[config.mk]
export PLATFORM = sky130hd
export DESIGN_NAME = scl_clock_gen
export DESIGN_NICKNAME = d
export VERILOG_FILES = /design/src/rtl/scl_pkg.sv /design/src/rtl/scl_cfg_sel.sv /design/src/rtl/scl_glitch_filter.sv /design/src/rtl/scl_phase_gen.sv /design/src/rtl/sda_hold_timer.sv /design/src/rtl/scl_clock_gen.sv
export SDC_FILE = /design/constraint.sdc
export NUM_CORES = 1
export LEC_CHECK = 0
export BUFFER_PORTS_ARGS = -buffer_cell sky130_fd_sc_hd__buf_4
export CAP_MARGIN = 20
export CORE_ASPECT_RATIO = 0.75
export CORE_MARGIN = 2
export CORE_UTILIZATION = 40
export DETAILED_ROUTE_END_ITERATION = 8
export SLEW_MARGIN = 20
export SYNTH_ARGS = -nofsm -noshare
export SYNTH_HDL_FRONTEND = slang
export SYNTH_SLANG_ARGS = --single-unit
[constraint.sdc]
create_clock -name clk_i -period 5.9 [get_ports clk_i]
set_input_delay 1.18 -clock clk_i [delete_from_list [all_inputs] [get_ports clk_i]]
set_output_delay 1.18 -clock clk_i [all_outputs]
set_load 0.005 [all_outputs]
[src/rtl/scl_pkg.sv]
package scl_pkg;
  typedef enum logic [1:0] {
    SPD_STD   = 2'd0,
    SPD_FAST  = 2'd1,
    SPD_FASTP = 2'd2,
    SPD_HIGH  = 2'd3
  } speed_e;

  typedef enum logic [1:0] {
    PH_IDLE = 2'd0,
    PH_LOW  = 2'd1,
    PH_WAIT = 2'd2,
    PH_HIGH = 2'd3
  } phase_e;
endpackage

[src/rtl/scl_cfg_sel.sv]
module scl_cfg_sel
  import scl_pkg::*;
#(
  parameter int CNT_W = 16,
  parameter int SPK_W = 8,
  parameter int HLD_W = 16
) (
  input  logic             clk_i,
  input  logic             rst_ni,
  input  logic             enable_i,
  input  logic [1:0]       speed_i,
  input  logic             hs_capable_i,
  input  logic [CNT_W-1:0] ss_hcnt_i,
  input  logic [CNT_W-1:0] ss_lcnt_i,
  input  logic [CNT_W-1:0] fs_hcnt_i,
  input  logic [CNT_W-1:0] fs_lcnt_i,
  input  logic [CNT_W-1:0] hs_hcnt_i,
  input  logic [CNT_W-1:0] hs_lcnt_i,
  input  logic [SPK_W-1:0] fs_spk_i,
  input  logic [SPK_W-1:0] hs_spk_i,
  input  logic [HLD_W-1:0] sda_hold_i,
  output logic             en_o,
  output logic [CNT_W-1:0] hcnt_o,
  output logic [CNT_W-1:0] lcnt_o,
  output logic [SPK_W-1:0] spk_o,
  output logic [HLD_W-1:0] hold_o
);
  speed_e           mode_eff;
  logic [CNT_W-1:0] hcnt_sel, lcnt_sel;
  logic [SPK_W-1:0] spk_sel;

  // high speed falls back to fast when the instance lacks it
  always_comb begin
    mode_eff = speed_e'(speed_i);
    if (mode_eff == SPD_HIGH && !hs_capable_i) mode_eff = SPD_FAST;
    case (mode_eff)
      SPD_STD:  begin hcnt_sel = ss_hcnt_i; lcnt_sel = ss_lcnt_i; end
      SPD_HIGH: begin hcnt_sel = hs_hcnt_i; lcnt_sel = hs_lcnt_i; end
      default:  begin hcnt_sel = fs_hcnt_i; lcnt_sel = fs_lcnt_i; end
    endcase
    spk_sel = (mode_eff == SPD_HIGH) ? hs_spk_i : fs_spk_i;
  end

  always_ff @(posedge clk_i or negedge rst_ni) begin
    if (!rst_ni) begin
      en_o   <= 1'b0;
      hcnt_o <= '0;
      lcnt_o <= '0;
      spk_o  <= '0;
      hold_o <= '0;
    end else begin
      en_o <= enable_i;
      if (enable_i && !en_o) begin
        hcnt_o <= hcnt_sel;
        lcnt_o <= lcnt_sel;
        spk_o  <= spk_sel;
        hold_o <= sda_hold_i;
      end
    end
  end

  AST_CFG_FROZEN: assert property (@(posedge clk_i) disable iff (!rst_ni)
    (en_o && enable_i) |=> ($stable(hcnt_o) && $stable(lcnt_o) && $stable(spk_o) && $stable(hold_o)));
endmodule

[src/rtl/scl_glitch_filter.sv]
module scl_glitch_filter #(
  parameter int SPK_W = 8
) (
  input  logic             clk_i,
  input  logic             rst_ni,
  input  logic             enable_i,
  input  logic [SPK_W-1:0] spk_i,
  input  logic             scl_i,
  output logic             filt_o
);
  logic [SPK_W-1:0] run_q;

  // a new level is accepted after spk_i+1 consecutive differing samples
  always_ff @(posedge clk_i or negedge rst_ni) begin
    if (!rst_ni) begin
      filt_o <= 1'b1;
      run_q  <= '0;
    end else if (!enable_i) begin
      filt_o <= 1'b1;
      run_q  <= '0;
    end else if (scl_i == filt_o) begin
      run_q <= '0;
    end else if (run_q == spk_i) begin
      filt_o <= scl_i;
      run_q  <= '0;
    end else begin
      run_q <= run_q + 1'b1;
    end
  end

  AST_FILT_HOLDS: assert property (@(posedge clk_i) disable iff (!rst_ni)
    (enable_i && scl_i == filt_o) |=> $stable(filt_o));
endmodule

[src/rtl/scl_phase_gen.sv]
module scl_phase_gen
  import scl_pkg::*;
#(
  parameter int CNT_W = 16
) (
  input  logic             clk_i,
  input  logic             rst_ni,
  input  logic             enable_i,
  input  logic [CNT_W-1:0] hcnt_i,
  input  logic [CNT_W-1:0] lcnt_i,
  input  logic             filt_i,
  output logic             scl_low_o,
  output logic             sample_o,
  output logic             low_start_o
);
  phase_e           state_q;
  logic [CNT_W-1:0] cnt_q;

  always_ff @(posedge clk_i or negedge rst_ni) begin
    if (!rst_ni) begin
      state_q <= PH_IDLE;
      cnt_q   <= '0;
    end else if (!enable_i) begin
      state_q <= PH_IDLE;
      cnt_q   <= '0;
    end else begin
      unique case (state_q)
        PH_IDLE: begin
          state_q <= PH_LOW;
          cnt_q   <= '0;
        end
        PH_LOW: begin
          if (cnt_q == lcnt_i) begin
            state_q <= PH_WAIT;
            cnt_q   <= '0;
          end else cnt_q <= cnt_q + 1'b1;
        end
        PH_WAIT: begin
          // high count waits for the filtered line: clock stretching
          if (filt_i) begin
            state_q <= PH_HIGH;
            cnt_q   <= '0;
          end
        end
        PH_HIGH: begin
          if (cnt_q == hcnt_i) begin
            state_q <= PH_LOW;
            cnt_q   <= '0;
          end else cnt_q <= cnt_q + 1'b1;
        end
        default: state_q <= PH_IDLE;
      endcase
    end
  end

  assign scl_low_o   = (state_q == PH_LOW);
  assign sample_o    = (state_q == PH_HIGH) && (cnt_q == '0);
  assign low_start_o = (state_q == PH_LOW) && (cnt_q == '0);

  AST_LOW_BOUND: assert property (@(posedge clk_i) disable iff (!rst_ni)
    (state_q == PH_LOW) |-> (cnt_q <= lcnt_i));
  AST_HIGH_BOUND: assert property (@(posedge clk_i) disable iff (!rst_ni)
    (state_q == PH_HIGH) |-> (cnt_q <= hcnt_i));
  AST_SAMPLE_SINGLE: assert property (@(posedge clk_i) disable iff (!rst_ni)
    sample_o |=> !sample_o);
endmodule

[src/rtl/sda_hold_timer.sv]
module sda_hold_timer #(
  parameter int HLD_W = 16
) (
  input  logic             clk_i,
  input  logic             rst_ni,
  input  logic             enable_i,
  input  logic             start_i,
  input  logic [HLD_W-1:0] hold_i,
  output logic             strobe_o
);
  logic             run_q;
  logic [HLD_W-1:0] cnt_q;

  always_ff @(posedge clk_i or negedge rst_ni) begin
    if (!rst_ni) begin
      run_q <= 1'b0;
      cnt_q <= '0;
    end else if (!enable_i) begin
      run_q <= 1'b0;
      cnt_q <= '0;
    end else if (start_i) begin
      run_q <= (hold_i != '0);
      cnt_q <= HLD_W'(1);
    end else if (run_q) begin
      if (cnt_q == hold_i) run_q <= 1'b0;
      else cnt_q <= cnt_q + 1'b1;
    end
  end

  assign strobe_o = (start_i && hold_i == '0) || (run_q && cnt_q == hold_i);

  AST_SDA_SINGLE: assert property (@(posedge clk_i) disable iff (!rst_ni)
    strobe_o |=> !strobe_o);
endmodule

[src/rtl/scl_clock_gen.sv]
module scl_clock_gen #(
  parameter int CNT_W = 16,
  parameter int SPK_W = 8,
  parameter int HLD_W = 16
) (
  input  logic             clk_i,
  input  logic             rst_ni,
  input  logic             enable_i,
  input  logic [1:0]       speed_i,
  input  logic             hs_capable_i,
  input  logic [CNT_W-1:0] ss_hcnt_i,
  input  logic [CNT_W-1:0] ss_lcnt_i,
  input  logic [CNT_W-1:0] fs_hcnt_i,
  input  logic [CNT_W-1:0] fs_lcnt_i,
  input  logic [CNT_W-1:0] hs_hcnt_i,
  input  logic [CNT_W-1:0] hs_lcnt_i,
  input  logic [SPK_W-1:0] fs_spk_i,
  input  logic [SPK_W-1:0] hs_spk_i,
  input  logic [HLD_W-1:0] sda_hold_i,
  input  logic             scl_i,
  output logic             scl_low_o,
  output logic             sample_o,
  output logic             sda_change_o,
  output logic             enabled_o
);
  logic [CNT_W-1:0] hcnt, lcnt;
  logic [SPK_W-1:0] spk;
  logic [HLD_W-1:0] hold;
  logic             filt, low_start;

  scl_cfg_sel #(.CNT_W(CNT_W), .SPK_W(SPK_W), .HLD_W(HLD_W)) u_cfg (
    .clk_i, .rst_ni, .enable_i, .speed_i, .hs_capable_i,
    .ss_hcnt_i, .ss_lcnt_i, .fs_hcnt_i, .fs_lcnt_i, .hs_hcnt_i, .hs_lcnt_i,
    .fs_spk_i, .hs_spk_i, .sda_hold_i,
    .en_o(enabled_o), .hcnt_o(hcnt), .lcnt_o(lcnt), .spk_o(spk), .hold_o(hold)
  );

  scl_glitch_filter #(.SPK_W(SPK_W)) u_filt (
    .clk_i, .rst_ni, .enable_i, .spk_i(spk), .scl_i, .filt_o(filt)
  );

  scl_phase_gen #(.CNT_W(CNT_W)) u_phase (
    .clk_i, .rst_ni, .enable_i, .hcnt_i(hcnt), .lcnt_i(lcnt), .filt_i(filt),
    .scl_low_o, .sample_o, .low_start_o(low_start)
  );

  sda_hold_timer #(.HLD_W(HLD_W)) u_hold (
    .clk_i, .rst_ni, .enable_i, .start_i(low_start), .hold_i(hold),
    .strobe_o(sda_change_o)
  );

  AST_DISABLE_RELEASE: assert property (@(posedge clk_i) disable iff (!rst_ni)
    !enable_i |=> (!scl_low_o && !sample_o && !sda_change_o && !enabled_o));
endmodule

# --- Yosys cells after proc, flatten, opt, wreduce, memory -nomap -nowiden ---
# Index checks and enable logic that the tools add are counted.
word_totals:
  word_cells: 76
  register_bits: 101
  input_bits: 135
  out_inout_bits: 4
classes:
  add_sub_neg: 3
  n_eq_ne: 17
  mux: 28
  reduce_logical: 17
op_table:
  columns: ["op", "n"]
  rows:
  - ["16-bit 2-to-1 mux", 8]
  - ["16-bit case mux with 2 select lines", 2]
  - ["16-bit case mux with 4 select lines", 1]
  - ["16-bit equality test", 3]
  - ["16-bit by 1-bit adder with 16-bit output, second input constant", 2]
  - ["16-bit zero test", 2]
  - ["8-bit 2-to-1 mux", 4]
  - ["16-bit nonzero test", 1]
  - ["2-bit 2-to-1 mux", 5]
  - ["3-bit by 2-bit inequality test with 1-bit output, second input constant", 3]
  - ["8-bit by 1-bit adder with 8-bit output, second input constant", 1]
  - ["2-bit equality test, second input constant", 4]
  - ["8-bit equality test", 1]
  - ["2-bit case mux with 4 select lines", 1]
  - ["1-bit 2-to-1 mux", 7]
  - ["1-bit logical AND", 6]
  - ["2-bit zero test", 2]
  - ["2-bit AND reduction", 2]
  - ["3-bit by 1-bit inequality test with 1-bit output, second input constant", 1]
  - ["3-bit inequality test, second input constant", 1]
  - ["3-bit AND reduction", 1]
  - ["2-bit by 1-bit equality test with 1-bit output, second input constant", 1]
  - ["1-bit zero test", 2]
  - ["2-bit by 1-bit inequality test with 1-bit output, second input constant", 1]
  - ["3 further kinds", 3]

# --- Longest topological paths before layout ---
depth:
  word_depth: 5
  mapped_depth: 8
  depth_no_buf: 7

# --- Cells and area by module ---
# A second synthesis with hierarchy kept.
unflattened:
  hier_cells: 606
  area_unflattened_um2: 5785.5
by_module_without_submodules:
  columns: ["module", "n_inst", "seq_area_each_um2", "area_per_inst_um2", "cells_each"]
  rows:
  - ["scl_cfg_sel", 1, 1426.4, 2690.1, 265]
  - ["scl_phase_gen", 1, 450.4, 1462.7, 167]
  - ["sda_hold_timer", 1, 425.4, 1129.8, 127]
  - ["scl_glitch_filter", 1, 226.5, 503.0, 47]

# --- Worst setup path before layout ---
# Ideal clock, no wire load.
synth_timing:
  path_type: "register to output"
  from: "register u_phase.cnt_q[0]"
  to: "output sda_change_o"
  slack_ns: 3.389
  path_buffers: 0
  path_stages_with_launch: 8
  required_ns: 4.720
  t_arrival_ns: 1.331
  cell_sequence: "dfrtp_1 -> inv_1 -> ha_1 -> nor4b_1 -> and4_1 -> nand2_1 -> nor2_1 -> a31o_2"
synth_via:
  elab_chain_len: 4
synth_rtl:
  columns: ["element", "line", "source"]
  rows:
  - ["start: declaration", "scl_phase_gen.sv:17", "logic [CNT_W-1:0] cnt_q;"]
  - ["start signal: assignment", "scl_phase_gen.sv:36", "end else cnt_q <= cnt_q + 1'b1;"]
  - ["start signal: assignment", "scl_phase_gen.sv:49", "end else cnt_q <= cnt_q + 1'b1;"]
  - ["16-bit zero test", "scl_phase_gen.sv:58", "assign low_start_o = (state_q == PH_LOW) && (cnt_q == '0);"]
  - ["1-bit logical AND", "scl_phase_gen.sv:58", null]
  - ["1-bit logical AND", "sda_hold_timer.sv:30", "assign strobe_o = (start_i && hold_i == '0) || (run_q && cnt_q == hold_i);"]
  - ["1-bit logical OR", "sda_hold_timer.sv:30", null]
  - ["end: declaration", "scl_clock_gen.sv:23", "output logic sda_change_o,"]
# Every way passes these cells.

# --- Final worst setup path ---
# Same ends and word-level chain as after synthesis.

==> flow_metrics.tcl <==
set metrics [dict create \
    drive_gt1_share_pct 28.4 \
    whs_ns 0.507 \
    gp_congestion 0.903 \
    start_util_pct 41.4 \
    track_usage_pct 21.6 \
    synth_top_cell_area_share_pct 43.6 \
    worstSetupEndpoint "sda_change_o" \
    netlist_instances 588 \
    crit_path_max_fanout 6 \
    routedWlPerCell_um 18.1 \
    start_kind "flop" \
    die-height_um 108 \
    ff_latch_area_um2 2530 \
    std_cell_rows 37 \
    io_buffer_count 138 \
    ys.flop_type "dfrtp_1" \
    fillers 1291 \
    drv_cap 0 \
    synth.most_common_cell "dfrtp_1" \
    status "completed" \
    ir_drop_mv 0.125 \
    slew_headroom_pct 40.4 \
    grt_overflow 0 \
    hold_class "flop to flop" \
    grt_pass1_vias 4728 \
    grt_max_degree 97 \
    r2r_cells 5 \
    slew_violations 0 \
    setup_viol 0 \
    cts-buffers-inserted 9 \
    syn_avg_cell_area_um2 9.75 \
    setup-tns-final_ns 0 \
    postCtsHoldBufs 0 \
    wl_um 15900 \
    gr-usage-met3_pct 4.40 \
    post-cts-setup-buffer-count 0 \
    r2r-start "u_phase.cnt_q[2]$_DFFE_PN0P_" \
    clk_pin_slew_ns 0.07 \
    setup_slack_ns 2.47 \
    dp_hpwl_um 12000 \
    cp.required_ns 4.72 \
    busiest_layer "met1" \
    synth-edff-count 0 \
    cts_tree "built" \
    worstMarginPinSlew_ns 0.894 \
    use_met2_pct 32.2 \
    clk_latency_ns 0.35 \
    synthTopCellsByArea "dfrtp_1, xnor2_1, a22o_1, a21oi_1, nand2_1" \
    cts-htree-levels 3 \
    antenna_found_initial 0 \
    worstPathArrival_ns 2.25 \
    skew_ns 0.0102 \
    dp_slack_ns 2.95 \
    grt_util_met1_pct 32.4 \
    p_leak_nw 3.00 \
    ys_seq_area_share_pct 44.1 \
    die_w_um 142 \
    drtAntennaViolNets 0 \
    fin_crit_sh_pct 58.1 \
    cts.path.max_buffers 2 \
    synthesis.area_um2 5730 \
    syn_nets 730 \
    async_flop_share_pct 100 \
    yosys-top-cells-count "dfrtp_1, nand2_1, xnor2_1" \
    layout_min_cycle_time_ns 3.43 \
    dieArea_um2 15300 \
    root_buffer "clkbuf_16" \
    core_um2 13800 \
    postCtsResizedCells 0 \
    r2r_setup_slack_ns 3.44 \
    synth_seq_cells 101 \
    worstReg2RegEnd "u_phase.cnt_q[15]$_DFFE_PN0P_" \
    yosysTopAreaCell "dfrtp_1" \
    worstSetupPathType "flop to output pin" \
    max_freq_mhz 292 \
    synthDistinctLibCells 45 \
    drcViolationCount 0 \
    grt_first_pass_wirelength_um 25300 \
    nets 841 \
    antennaDiodeCount 0 \
    io_pins 139 \
    drt_iter0_drc 308 \
    crit_start "u_phase.cnt_q[0]$_DFFE_PN0P_" \
    yosysWarnings 0 \
    hold_violations 0 \
    end_kind "output pin" \
    via_per_inst 5.49 \
    rsz0062_at_grt "no" \
    multi_input_area_um2 2930 \
    num_vias 4824 \
    area_growth_pct 23.7 \
    drtPass1Iterations 5 \
    powerDensity_nw_per_um2 267 \
    clock_sinks 101 \
]
kinds of logic after synthesis:
| family | after synthesis | share of synthesized area [%] |
|---|---|---|
| AO/OA/AOI/OAI | 149 | 17.0 |
| buffers and inverters | 55 | 4.95 |
| AND/OR/NAND/NOR | 174 | 15.7 |
| adder cells (fa/ha/maj) | 7 | 1.53 |
| flip-flops | 101 | 44.1 |
| XOR/XNOR | 77 | 12.0 |
| multiplexers | 25 | 4.71 |
state kept, by name, indices dropped and copies added (netlist names), 2 cells and up:
register	count
u_cfg.hcnt_o	16
u_cfg.hold_o	16
u_cfg.lcnt_o	16
u_cfg.spk_o	8
u_filt.run_q	8
u_hold.cnt_q	16
u_phase.cnt_q	16
u_phase.state_q	2
metrics by stage:
stage                     util, %  instance area [um^2]  power [mW]  cells
after detailed placement     49.1                  6790        1.32    862
after CTS                    51.2                  7090        1.91    878
after global routing         51.3                  7090        2.00    879
final                        51.3                  7090        1.89    879
after global placement       49.0                  6790        1.30    862
after floorplan                 -                  5730        1.14    588
worst max-delay path, cell delays in order, from the launching register on:
cell,delay [ns]
dfrtp_1,0.50
inv_1,0.14
ha_1,0.17
nor4b_1,0.32
and4_1,0.28
nand2_1,0.14
nor2_1,0.14
a31o_2,0.12
buf_4,0.10
layer usage:
layer / part of all wire [%] / wire length [um]
met4: 1.0 / 158
met5: 0 / 0
met2: 44 / 6960
met1: 49 / 7770
met3: 6.2 / 987
final cells by class:
class                           count  share of cell area [%]
Clock buffer                       10                    3.37
Clock inverter                      6                   0.776
Inverter                           12                   0.635
Multi-Input combinational cell    432                    41.4
Sequential cell                   101                    35.6
Tap cell                          175                    3.09
Timing Repair Buffer              143                    15.1
report_power, final:
group          leakage, nW  switching, mW  internal (mW)
clock                0.145          0.280          0.305
combinational         1.55          0.237          0.218
sequential            1.30         0.0857          0.767
how the worst min path moves through the flow:
stage                                start                          end  slack (ns)  depth (start not counted)
3_5_place_dp   u_cfg.hcnt_o[6]$_DFFE_PN0P_  u_cfg.hcnt_o[6]$_DFFE_PN0P_        0.49                          2
4_1_cts         u_cfg.spk_o[5]$_DFFE_PN0P_   u_cfg.spk_o[5]$_DFFE_PN0P_        0.51                          2
6_report       u_cfg.hcnt_o[6]$_DFFE_PN0P_  u_cfg.hcnt_o[6]$_DFFE_PN0P_        0.51                          2
5_1_grt        u_cfg.hcnt_o[6]$_DFFE_PN0P_  u_cfg.hcnt_o[6]$_DFFE_PN0P_        0.53                          2
2_1_floorplan   u_cfg.spk_o[2]$_DFFE_PN0P_   u_cfg.spk_o[2]$_DFFE_PN0P_        0.47                          2
3_3_place_gp   u_cfg.hcnt_o[6]$_DFFE_PN0P_  u_cfg.hcnt_o[6]$_DFFE_PN0P_        0.49                          2
layout by cell type, fill, tap and decap left out, types with 16 or more instances in the layout:
cell type  count
a21oi_1       50
a22o_1        32
buf_4        143
dfrtp_1      100
mux2_2        16
nand2_1       60
nand3_1       18
nand4_1       19
nor2_1        21
o21ai_0       42
xnor2_1       55
xor2_1        20
(Power assumes the default switching activity.)
